**config.mk**
```make
export PLATFORM = sky130hd
export DESIGN_NAME = ddr_cmd_decoder
export DESIGN_NICKNAME = d
export VERILOG_FILES = /design/src/rtl/ddr_cmd_decoder.sv
export SDC_FILE = /design/constraint.sdc
export NUM_CORES = 1
export LEC_CHECK = 0
export BUFFER_PORTS_ARGS = -buffer_cell sky130_fd_sc_hd__buf_4
export CAP_MARGIN = 20
export CORE_ASPECT_RATIO = 2
export CORE_MARGIN = 2
export CORE_UTILIZATION = 45
export DETAILED_ROUTE_END_ITERATION = 16
export PLACE_DENSITY = 0.8
export SETUP_SLACK_MARGIN = 0.1
export SLEW_MARGIN = 15
export SYNTH_ARGS = -nofsm -noshare
export SYNTH_HDL_FRONTEND = slang
export SYNTH_SLANG_ARGS = --single-unit
```
**constraint.sdc**
```tcl
create_clock -name clk -period 2.76 [get_ports clk]
set_input_delay 0.276 -clock clk [delete_from_list [all_inputs] [get_ports clk]]
set_output_delay 0.276 -clock clk [all_outputs]
set_load 0.02 [all_outputs]
```
**src/rtl/ddr_cmd_decoder.sv**
```systemverilog
module ddr_cmd_decoder #(
  parameter int ROW_W     = 12,
  parameter int COL_W     = 9,
  parameter int BA_W      = 2,
  parameter int AP_BIT    = 10,
  parameter int BURST_CYC = 4
) (
  input  logic                      clk,
  input  logic                      rst_n,
  input  logic                      cs_n,
  input  logic                      ras_n,
  input  logic                      cas_n,
  input  logic                      we_n,
  input  logic                      cke,
  input  logic [BA_W-1:0]           ba,
  input  logic [ROW_W-1:0]          addr,
  output logic [2:0]                cmd,
  output logic [BA_W-1:0]           cmd_bank,
  output logic [ROW_W-1:0]          cmd_addr,
  output logic                      cmd_ap,
  output logic                      cmd_all,
  output logic                      illegal,
  output logic [(1<<BA_W)-1:0]      bank_open,
  output logic [(1<<BA_W)*ROW_W-1:0] open_rows,
  output logic                      self_ref
);
  localparam int NB = 1 << BA_W;
  localparam int CW = $clog2(BURST_CYC + 1);

  localparam logic [2:0] C_NOP = 3'd0, C_ACT = 3'd1, C_RD = 3'd2, C_WR = 3'd3,
                         C_PRE = 3'd4, C_REF = 3'd5, C_SRF = 3'd6, C_OTH = 3'd7;

  logic [ROW_W-1:0] row_q [NB];
  logic [CW-1:0]    ap_cnt [NB];
  logic             cke_q;
  logic [2:0]       dec;
  logic             bad;

  wire run    = cke_q && !self_ref;
  wire rdwr   = (dec == C_RD) || (dec == C_WR);
  wire a10    = addr[AP_BIT];
  wire t_open = bank_open[ba];
  wire t_busy = ap_cnt[ba] != '0;

  always_comb begin
    dec = C_NOP;
    if (!cs_n && run) begin
      case ({ras_n, cas_n, we_n})
        3'b111:  dec = C_NOP;
        3'b011:  dec = C_ACT;
        3'b101:  dec = C_RD;
        3'b100:  dec = C_WR;
        3'b010:  dec = C_PRE;
        3'b001:  dec = cke ? C_REF : C_SRF;
        default: dec = C_OTH;
      endcase
    end
  end

  assign bad = ((dec == C_ACT) && (t_open || t_busy)) ||
               (rdwr && (!t_open || t_busy)) ||
               (((dec == C_REF) || (dec == C_SRF)) && (|bank_open));

  generate
    for (genvar g = 0; g < NB; g++) begin : g_rows
      assign open_rows[g*ROW_W +: ROW_W] = row_q[g];
    end
  endgenerate

  always_ff @(posedge clk or negedge rst_n) begin
    if (!rst_n) begin
      cke_q     <= 1'b1;
      self_ref  <= 1'b0;
      cmd       <= C_NOP;
      cmd_bank  <= '0;
      cmd_addr  <= '0;
      cmd_ap    <= 1'b0;
      cmd_all   <= 1'b0;
      illegal   <= 1'b0;
      bank_open <= '0;
      for (int b = 0; b < NB; b++) begin
        row_q[b]  <= '0;
        ap_cnt[b] <= '0;
      end
    end else begin
      cke_q    <= cke;
      cmd      <= dec;
      illegal  <= bad;
      cmd_bank <= (dec inside {C_ACT, C_RD, C_WR, C_PRE}) ? ba : '0;
      cmd_addr <= (dec == C_ACT) ? addr :
                  rdwr ? ROW_W'(addr[COL_W-1:0]) : '0;
      cmd_ap   <= rdwr && a10;
      cmd_all  <= (dec == C_PRE) && a10;
      if (self_ref && cke) self_ref <= 1'b0;

      for (int b = 0; b < NB; b++) begin
        if (ap_cnt[b] != '0) begin
          ap_cnt[b] <= ap_cnt[b] - 1'b1;
          if (ap_cnt[b] == CW'(1)) begin
            bank_open[b] <= 1'b0;
            row_q[b]     <= '0;
          end
        end
      end

      if (!bad) begin
        case (dec)
          C_ACT: begin
            bank_open[ba] <= 1'b1;
            row_q[ba]     <= addr;
          end
          C_RD, C_WR: if (a10) ap_cnt[ba] <= CW'(BURST_CYC);
          C_PRE: begin
            for (int b = 0; b < NB; b++) begin
              if (a10 || (BA_W'(b) == ba)) begin
                bank_open[b] <= 1'b0;
                row_q[b]     <= '0;
                ap_cnt[b]    <= '0;
              end
            end
          end
          C_SRF: self_ref <= 1'b1;
          default: ;
        endcase
      end
    end
  end
endmodule

```
==> metrics, run 1 <==
worst hold path class primary input to async pin; async set-reset flop share out of synthesis 1.00; crit share post-route 0.922; Worst Max-Slew Pin Slew 0.721 ns; Switching Fraction 0.329; first-pass GRT wire length 15900 um; count of final setup violators 0; FF-to-FF path depth 5; CP top delay family simple AND/OR/NAND/NOR gates; max incr delay on CP 0.59 ns; Clock transition at path regs 0.06 ns; Post-DRT Antenna Nets 0; via count 2992; count leader, synth dfrtp_1; FF/Latch Area 2150 um^2; kind of critical path flop to flop; Seq/Total Area, Yosys 0.562; clock share of power 0.315; fillers 660; Worst Slack Setup Final 0.214 ns; H-tree levels 3; Slew Viols, Final 0; worst reg-to-reg setup slack 0.21 ns; RSZ-0062 raised after global routing no; Post-Syn Area per Cell 12.0 um^2; Syn Nets 351; drc violations 0; leakage 2.46 nW; PortBufs 93; Worst-Skew Late Latency 0.34 ns; Syn-to-layout area delta 28.2%; PnR Total Power 3.62 mW; status finished with violations; Die Area 9310 um^2; TritonCTS buffer count 9; Post-synth EDFFs 0; Longest Clk Path Bufs 2; diodes inserted 0; postcts setup bufs 0; Crit-path slowest cell nor2_1; FF-to-FF Start cke_q; VDD IR max 0.342 mV; Yosys cell types 50; GPL Wtd Cong 0.876; cell area after layout 4910 um^2; startpoint types flop; Yosys top cell area share 0.555; WHS -0.0216 ns; Rel. slew slack 0.519; YS warnings 0; Max-Cap Viols 0; largest net degree at the start of global routing 58; Synth area leaders dfrtp_1 56%, a22o_1 9.8%, ha_1 3.9%; drt first pass iters 4; top cells by count, synth 85 x dfrtp_1, 43 x a22o_1, 21 x and2_1, 18 x nor2_1; Internal 2.43 mW; Synth Flop Type dfrtp_1; Buffers & Inverters on Critical Path 0; CP Capture Type flop; Final nets 448; critical path required time 3.03 ns; Syn Inst Count 318; number of cell rows 47; layout cells sized above 1 0.321; CTS root buffer clkbuf_16; initial antenna violation count 0; worst path cell trace or3b_1 -> nor2_2 -> nand3b_1 -> nor2_1 -> a22o_1; DP Area 4620 um^2; combinational power share 0.266; Yosys top cell by area dfrtp_1; Avg Vias per Cell 5.78; routed wire length per instance 19.3 um; crit path DAT 2.82 ns; Sequential Power Share 0.419; Synth Register Bits 86; Total GRT Usage 0.223; io pins 94; min Tclk post-route 2.55 ns; clk_skew 0.00509 ns; Critical Path Fanout Max 9; FF-to-FF End open_rows[12]; Sink Count 86; Die Ht 134 um; DRT iter0 DRCs 269; initial core utilization 0.462; core area 8290 um^2; Setup WS pre-CTS 0.247 ns; width of the die 69.2 um; gr ovfl total 0; Syn Std Cell Area 3830 um^2; endpoints failing hold 7; P per Cell Area 737 nW/um^2; failing checks negative hold slack; Routed WL 10000 um; DPL Wire Length 7710 um; multi-input logic area 1570 um^2; vias in the first global route 3094; NetSw 1.19 mW; Max Fclk 393 MHz; CTS tree done; setup TNS 0 ns
==> timing repair <==
item / in CTS / in global routing
hold buffers: 0 / 0
resized for setup: 0 / 1
setup endpoints to repair: 0 / 10
==> per-layer routing <==
layer	vias to the layer above	track usage	part of all wire
met3	27	0.0515	0.054
met2	125	0.410	0.55
li1	1360	-	-
met4	0	0.118	0.043
met1	1480	0.230	0.35
met5	-	0	0
==> sequential cells by signal (all words and copies together) (netlist names) <==
signal and cells:
open_rows 48, cmd_all 1, self_ref 1, cmd_addr 12, ap_cnt 12, cmd 3, cke_q 1, cmd_bank 2
cmd_ap 1, bank_open 4, illegal 1
==> worst max path at each step <==
stage	from	endpoint	cells past startpoint
detailed placement	cke_q	open_rows[12]	5
global route	cke_q	open_rows[12]	5
finish	cke_q	open_rows[12]	5
floorplan	self_ref	open_rows[10]	7
global placement	cke_q	open_rows[12]	5
CTS	cke_q	open_rows[12]	5
==> layout by cell type (no fill, tap or decap), types with 3 or more instances in the layout <==
cell and n:
buf_4 99, dfrtp_1 85, a22o_1 43, and2_1 21, nor2_1 18, nand2_1 12, ha_1 12, inv_1 11
o21ai_0 11, nand2b_1 9, clkbuf_16 9, nor3_1 8, or3_1 5, nand3_1 5, a21oi_1 4, nor2b_1 4
xnor2_1 4, nor3b_1 3, mux4_2 3, nand3b_1 3, a31o_2 3, o22ai_2 3, o2bb2ai_1 3, clkinvlp_4 3
==> cell type report <==
class                           instances  share of cell area
Multi-Input combinational cell        208               0.319
Tap cell                               98              0.0250
Inverter                               11             0.00841
Clock buffer                            9              0.0459
Timing Repair Buffer                   99               0.151
Sequential cell                        86               0.439
Clock inverter                          7              0.0115
==> through the flow <==
stage,std cells,util
final,518,0.592
after global routing,518,0.592
after CTS,518,0.592
after detailed placement,502,0.558
after global placement,502,0.558
after floorplan,318,-
==> power by group through the flow <==
stage / logic [mW] / registers [mW] / clock network [mW]
floorplan: 0.690 / 1.55 / 0
global placement: 0.929 / 1.53 / 0
detailed placement: 0.969 / 1.54 / 0
CTS: 0.974 / 1.52 / 1.15
global route: 1.08 / 1.54 / 1.21
finish: 0.963 / 1.52 / 1.14
==> worst register-to-register path: cells and delay by family (launching register included) <==
family | cells | cell delay (ns)
AO/OA/AOI/OAI | 1 | 0.26
flip-flops | 1 | 0.52
AND/OR/NAND/NOR | 4 | 1.71
==> logic make-up (layout without fill, tap and decap cells) <==
group	Yosys count	in the layout	synth area share
AOI/OAI and AO/OA	89	89	0.194
xor gates and xnor gates	4	4	0.00915
adders and majority gates	12	12	0.0392
buffers and inverters	24	126	0.0297
DFF	86	86	0.562
muxes	7	7	0.0287
and+or+nand+nor	96	96	0.137
No activity file was read; power rests on OpenSTA's default activity.
==> run 2: changes to the inputs <==
--- a/config.mk
+++ b/config.mk
@@ -9,9 +9,9 @@
 export CAP_MARGIN = 20
 export CORE_ASPECT_RATIO = 2
 export CORE_MARGIN = 2
-export CORE_UTILIZATION = 45
+export CORE_UTILIZATION = 53
 export DETAILED_ROUTE_END_ITERATION = 16
-export PLACE_DENSITY = 0.8
+export PLACE_DENSITY = 0.9
 export SETUP_SLACK_MARGIN = 0.1
 export SLEW_MARGIN = 15
 export SYNTH_ARGS = -nofsm -noshare
==> metrics, run 2 (synthesis results as in run 1) <==
CTS tree done; M1 WL 3630 um (+3.9%); Die Ht 124 um (-7.6%); Critical Path End open_rows[44]; drt first pass iters 7 (+3); gr ovfl total 0 (unchanged); count of final setup violators 0 (unchanged); DRT iter0 DRCs 336 (+25%); core area 6990 um^2 (-16%); layout cells sized above 1 0.315 (-0.00639); Longest Clk Path Bufs 2 (unchanged); crit share post-route 0.908 (-0.0147); most frequent cells in the layout 98 x buf_4, 85 x dfrtp_1, 43 x a22o_1, 21 x and2_1, 18 x nor2_1; min Tclk post-route 2.51 ns (-0.0405 ns); DPL Wire Length 7480 um (-3.1%); Critical Path Start cke_q; Max-Cap Viols 0 (unchanged); CP Capture Type flop; FF-to-FF End open_rows[44]; max incr delay on CP 0.53 ns (-0.06 ns); leakage 2.47 nW (+0.38%); first-pass GRT wire length 17000 um (+7.1%); Avg Vias per Cell 6.23 (+7.9%); Worst Slack Setup Final 0.255 ns (+0.0405 ns); worst path cell trace or3b_1 -> a211oi_1 -> nand3_1 -> o22ai_4 -> a22o_1; routed wl met2 5960 um (+7.4%); final core occ 0.703 (+0.111); Slew Viols, Final 0 (unchanged); most common cell after layout, fill and taps aside buf_4; Max Fclk 399 MHz (+1.6%); Routed WL 10800 um (+7.5%); setup TNS 0 ns (unchanged); FF-to-FF path depth 5 (unchanged); initial core utilization 0.548 (+0.0857); worst reg-to-reg setup slack 0.25 ns (+0.04 ns); Total GRT Usage 0.285 (+0.0621); initial antenna violation count 0 (unchanged); Clock transition at path regs 0.06 ns (about the same); FF-to-FF Start cke_q; vias in the first global route 3262 (+5.4%); io pins 94 (unchanged); Rel. slew slack 0.587 (+0.0676); status complete, no violations; uppermost routed layer met4; Critical Path Fanout Max 12 (+3); Syn-to-layout area delta 28.3%; max reg flops 48 (unchanged); H-tree levels 3 (unchanged); Worst-Skew Late Latency 0.34 ns (about the same); endpoints failing hold 0 (-7); multi-input logic area 1570 um^2 (+0.16%); drc violations 0 (unchanged); Die Area 7960 um^2 (-14%); TritonCTS buffer count 9 (unchanged); Setup WS pre-CTS 0.261 ns (+0.0142 ns); Worst Max-Slew Pin Slew 0.614 ns (-0.107 ns); Crit-path slowest cell dfstp_2; CTS root buffer clkbuf_16; PortBufs 93 (unchanged); worst hold path class primary input to flop; clk_skew 0.00380 ns (-0.00129 ns); routed wire length per instance 21.1 um (+9.4%); startpoint types flop; Post-DRT Antenna Nets 0 (unchanged); P per Cell Area 736 nW/um^2 (-0.17%); number of cell rows 43 (-8.5%); via count 3172 (+6.0%); diodes inserted 0 (unchanged); GPL Wtd Cong 1.00 (+14%); Final nets 449 (+0.22%); critical path required time 3.03 ns (about the same); kind of critical path flop to flop; Sink Count 86 (unchanged); met3 WL post-DR 591 um (+10%); PnR Total Power 3.62 mW (about the same); FF/Latch Area 2150 um^2 (unchanged); fillers 497 (-25%); largest net degree at the start of global routing 87 (+50%); width of the die 64.1 um (-7.4%); crit path DAT 2.77 ns (-0.05 ns); RSZ-0062 raised after global routing no; VDD IR max 0.425 mV (+24%)
-- run 2: metal layers --
layer  GRT usage  up-vias
li1            -     1361
met1       0.303     1568
met2       0.505      199
met3      0.0515       44
met4       0.171        0
met5           0        -
-- run 2: how the worst min path moves through the flow --
stage | from | to | slack [ns] | depth (start not counted)
global route | cke | cke_q | 0.07 | 1
CTS | cke | cke_q | 0.07 | 1
finish | cke | cke_q | 0.08 | 1
global placement | cke | cke_q | 0.42 | 1
detailed placement | cke | cke_q | 0.43 | 1
floorplan | rst_n | ap_cnt[0] | -0.02 | 0
-- run 2: cell type report --
type                       instances  share of cell area
clock buffer                      10              0.0486
clock inverter                     4             0.00509
inverter                          11             0.00840
multi-input combinational        208               0.320
sequential                        86               0.438
tap                               90              0.0229
timing repair buffer             100               0.157
-- run 2: repair_timing --
action                                 in CTS  in global routing
setup endpoints to repair                   0                 10
buffers inserted                            0                  0
hold buffers                                0                  1
gates resized for setup                     0                  1
endpoints found under the hold margin       0                 26
-- run 2: per-stage QoR --
stage / instances / hold slack [ns] / area, um^2
floorplan: 318 / -0.0196 / 3830
global placement: 493 / 0.424 / 4610
detailed placement: 493 / 0.425 / 4610
CTS: 507 / 0.0705 / 4870
global route: 509 / 0.0729 / 4910
finish: 509 / 0.0760 / 4910
-- run 2: where the power goes --
part	total, mW	internal [mW]	switching, mW
registers	1.52	1.39	0.128
clock network	1.09	0.620	0.467
logic	1.01	0.428	0.582
total	3.62	2.44	1.18
-- run 2: critical path, delay by kind of cell (launching register included) --
family	cells	cell delay, ns
AOI/OAI and AO/OA	3	1.16
DFF	1	0.53
and+or+nand+nor	2	0.74
==> run 3: changes to the inputs <==
--- a/config.mk
+++ b/config.mk
@@ -9,9 +9,9 @@
 export CAP_MARGIN = 20
 export CORE_ASPECT_RATIO = 2
 export CORE_MARGIN = 2
-export CORE_UTILIZATION = 53
+export CORE_UTILIZATION = 48
 export DETAILED_ROUTE_END_ITERATION = 16
-export PLACE_DENSITY = 0.9
+export PLACE_DENSITY = 0.87
 export SETUP_SLACK_MARGIN = 0.1
 export SLEW_MARGIN = 15
 export SYNTH_ARGS = -nofsm -noshare
==> constraint.sdc (replaced) <==
create_clock -name clk -period 2.1 [get_ports clk]
set_input_delay 0.21 -clock clk [delete_from_list [all_inputs] [get_ports clk]]
set_output_delay 0.21 -clock clk [all_outputs]
set_load 0.02 [all_outputs]
==> metrics, run 3 (synthesis results as in run 1) <==
P per Cell Area 980 nW/um^2 (+33%); critical path required time 2.33 ns (-0.70 ns); diodes inserted 0 (unchanged); status finished with violations; initial antenna violation count 0 (unchanged); Post-DRT Antenna Nets 0 (unchanged); uppermost routed layer met4; layout cells sized above 1 0.398 (+0.0832); Max-Cap Viols 0 (unchanged); RSZ-0062 raised after global routing yes; Total GRT Usage 0.252 (-0.0323); gr ovfl total 0 (unchanged); failing checks negative hold slack; Final nets 485 (+8.0%); width of the die 67.2 um (+4.8%); Rel. slew slack 0.685 (+0.0983); CP Capture Type flop; endpoints failing hold 1 (+1); routed wl met2 5580 um (-6.2%); Clock transition at path regs 0.07 ns (about the same); most frequent cells in the layout 126 x buf_4, 85 x dfrtp_1, 43 x a22o_1, 20 x and2_1, 16 x nor2_1; Syn-to-layout area delta 39.1%; GPL Wtd Cong 0.921 (-8.1%); vias in the first global route 3149 (-3.5%); largest net degree at the start of global routing 62 (-29%); Die Area 8750 um^2 (+9.9%); number of cell rows 46 (+7.0%); H-tree levels 3 (unchanged); core area 7830 um^2 (+12%); io pins 94 (unchanged); VDD IR max 0.991 mV (+130%); routed wire length per instance 19.2 um (-9.4%); most common cell after layout, fill and taps aside buf_4; fillers 595 (+20%); max reg flops 48 (unchanged); met3 WL post-DR 684 um (+16%); drt first pass iters 4 (-3); PnR Total Power 5.22 mW (+44%); WHS -0.00488 ns (-0.0808 ns); kind of critical path flop to flop; DPL Wire Length 7410 um (-0.93%); DRT iter0 DRCs 239 (-29%); final core occ 0.680 (-0.0222); Worst-Skew Late Latency 0.35 ns (about the same); min Tclk post-route 2.09 ns (-0.414 ns); via count 3216 (+1.4%); Sink Count 86 (unchanged); worst hold path class primary input to flop; Worst Max-Slew Pin Slew 0.468 ns (-0.146 ns); leakage 2.69 nW (+9.2%); startpoint types flop; TritonCTS buffer count 9 (unchanged); Critical Path Fanout Max 12 (unchanged); Worst Slack Setup Final 0.00865 ns (-0.246 ns); Max Fclk 478 MHz (+20%); Avg Vias per Cell 5.82 (-6.7%); setup TNS 0 ns (unchanged); drc violations 0 (unchanged); first-pass GRT wire length 16100 um (-5.3%); count of final setup violators 0 (unchanged); initial core utilization 0.489 (-0.0583); Slew Viols, Final 0 (unchanged); Routed WL 10600 um (-1.6%); CTS root buffer clkbuf_16; Setup WS pre-CTS 0.0110 ns (-0.250 ns); CTS tree done; crit share post-route 0.996 (+0.0882); Longest Clk Path Bufs 2 (unchanged); Die Ht 130 um (+4.9%); M1 WL 3980 um (+9.4%); crit path DAT 2.32 ns (-0.45 ns); clk_skew 0.00876 ns (+0.00496 ns); PortBufs 93 (unchanged)
## run 3: final timing paths
| kind | end | cells past startpoint | slack [ns] | startpoint |
|---|---|---|---|---|
| worst max-delay path | open_rows[38] | 6 | 0.009 | cke_q |
| worst min-delay path | cke_q | 1 | -0.005 | cke |
| worst max register to register | open_rows[38] | 6 | 0.009 | cke_q |
| worst min register to register | open_rows[20] | 1 | 0.50 | open_rows[20] |
| max in group asynchronous | open_rows[12] | 3 | 1.16 | rst_n |
| min in group asynchronous | self_ref | 2 | 0.32 | rst_n |
## run 3: report_power, final
part	internal, mW	leakage [nW]	total [mW]	switching [mW]
Combinational	0.859	1.39	1.77	0.907
Sequential	1.83	1.17	1.92	0.0954
Clock	0.851	0.141	1.53	0.681
## run 3: area by class of cell
class / instances / area (um^2) / share of cell area
Clock buffer: 10 / 239 / 0.0449
Clock inverter: 6 / 53.8 / 0.0101
Inverter: 11 / 41.3 / 0.00775
Multi-Input combinational cell: 208 / 1630 / 0.305
Sequential cell: 86 / 2150 / 0.404
Tap cell: 96 / 120 / 0.0226
Timing Repair Buffer: 136 / 1090 / 0.205
## run 3: metrics by stage
step / cell area, um^2 / std cells
after CTS: 5260 / 552
final: 5330 / 553
after global routing: 5330 / 553
after global placement: 4930 / 534
after floorplan: 3830 / 318
after detailed placement: 4930 / 534
## run 3: worst max-delay path, stage by stage (launching register included)
cell and delay [ns]:
dfstp_2 0.53, or3b_4 0.44, a21oi_1 0.28, o21a_4 0.23, o22ai_2 0.09, buf_12 0.16, a22o_1 0.24
## run 3: metal layers
layer | track usage | vias up
met5 | 0 | -
met4 | 0.119 | 0
met3 | 0.0534 | 27
met2 | 0.405 | 156
met1 | 0.321 | 1596
li1 | - | 1437
## run 3: repair_timing
action,in CTS,in global routing
buffers inserted,1,1
setup endpoints to repair,59,60
hold buffers,1,0
gates resized for setup,9,17
pin swaps,3,4
hold endpoints to repair,24,0
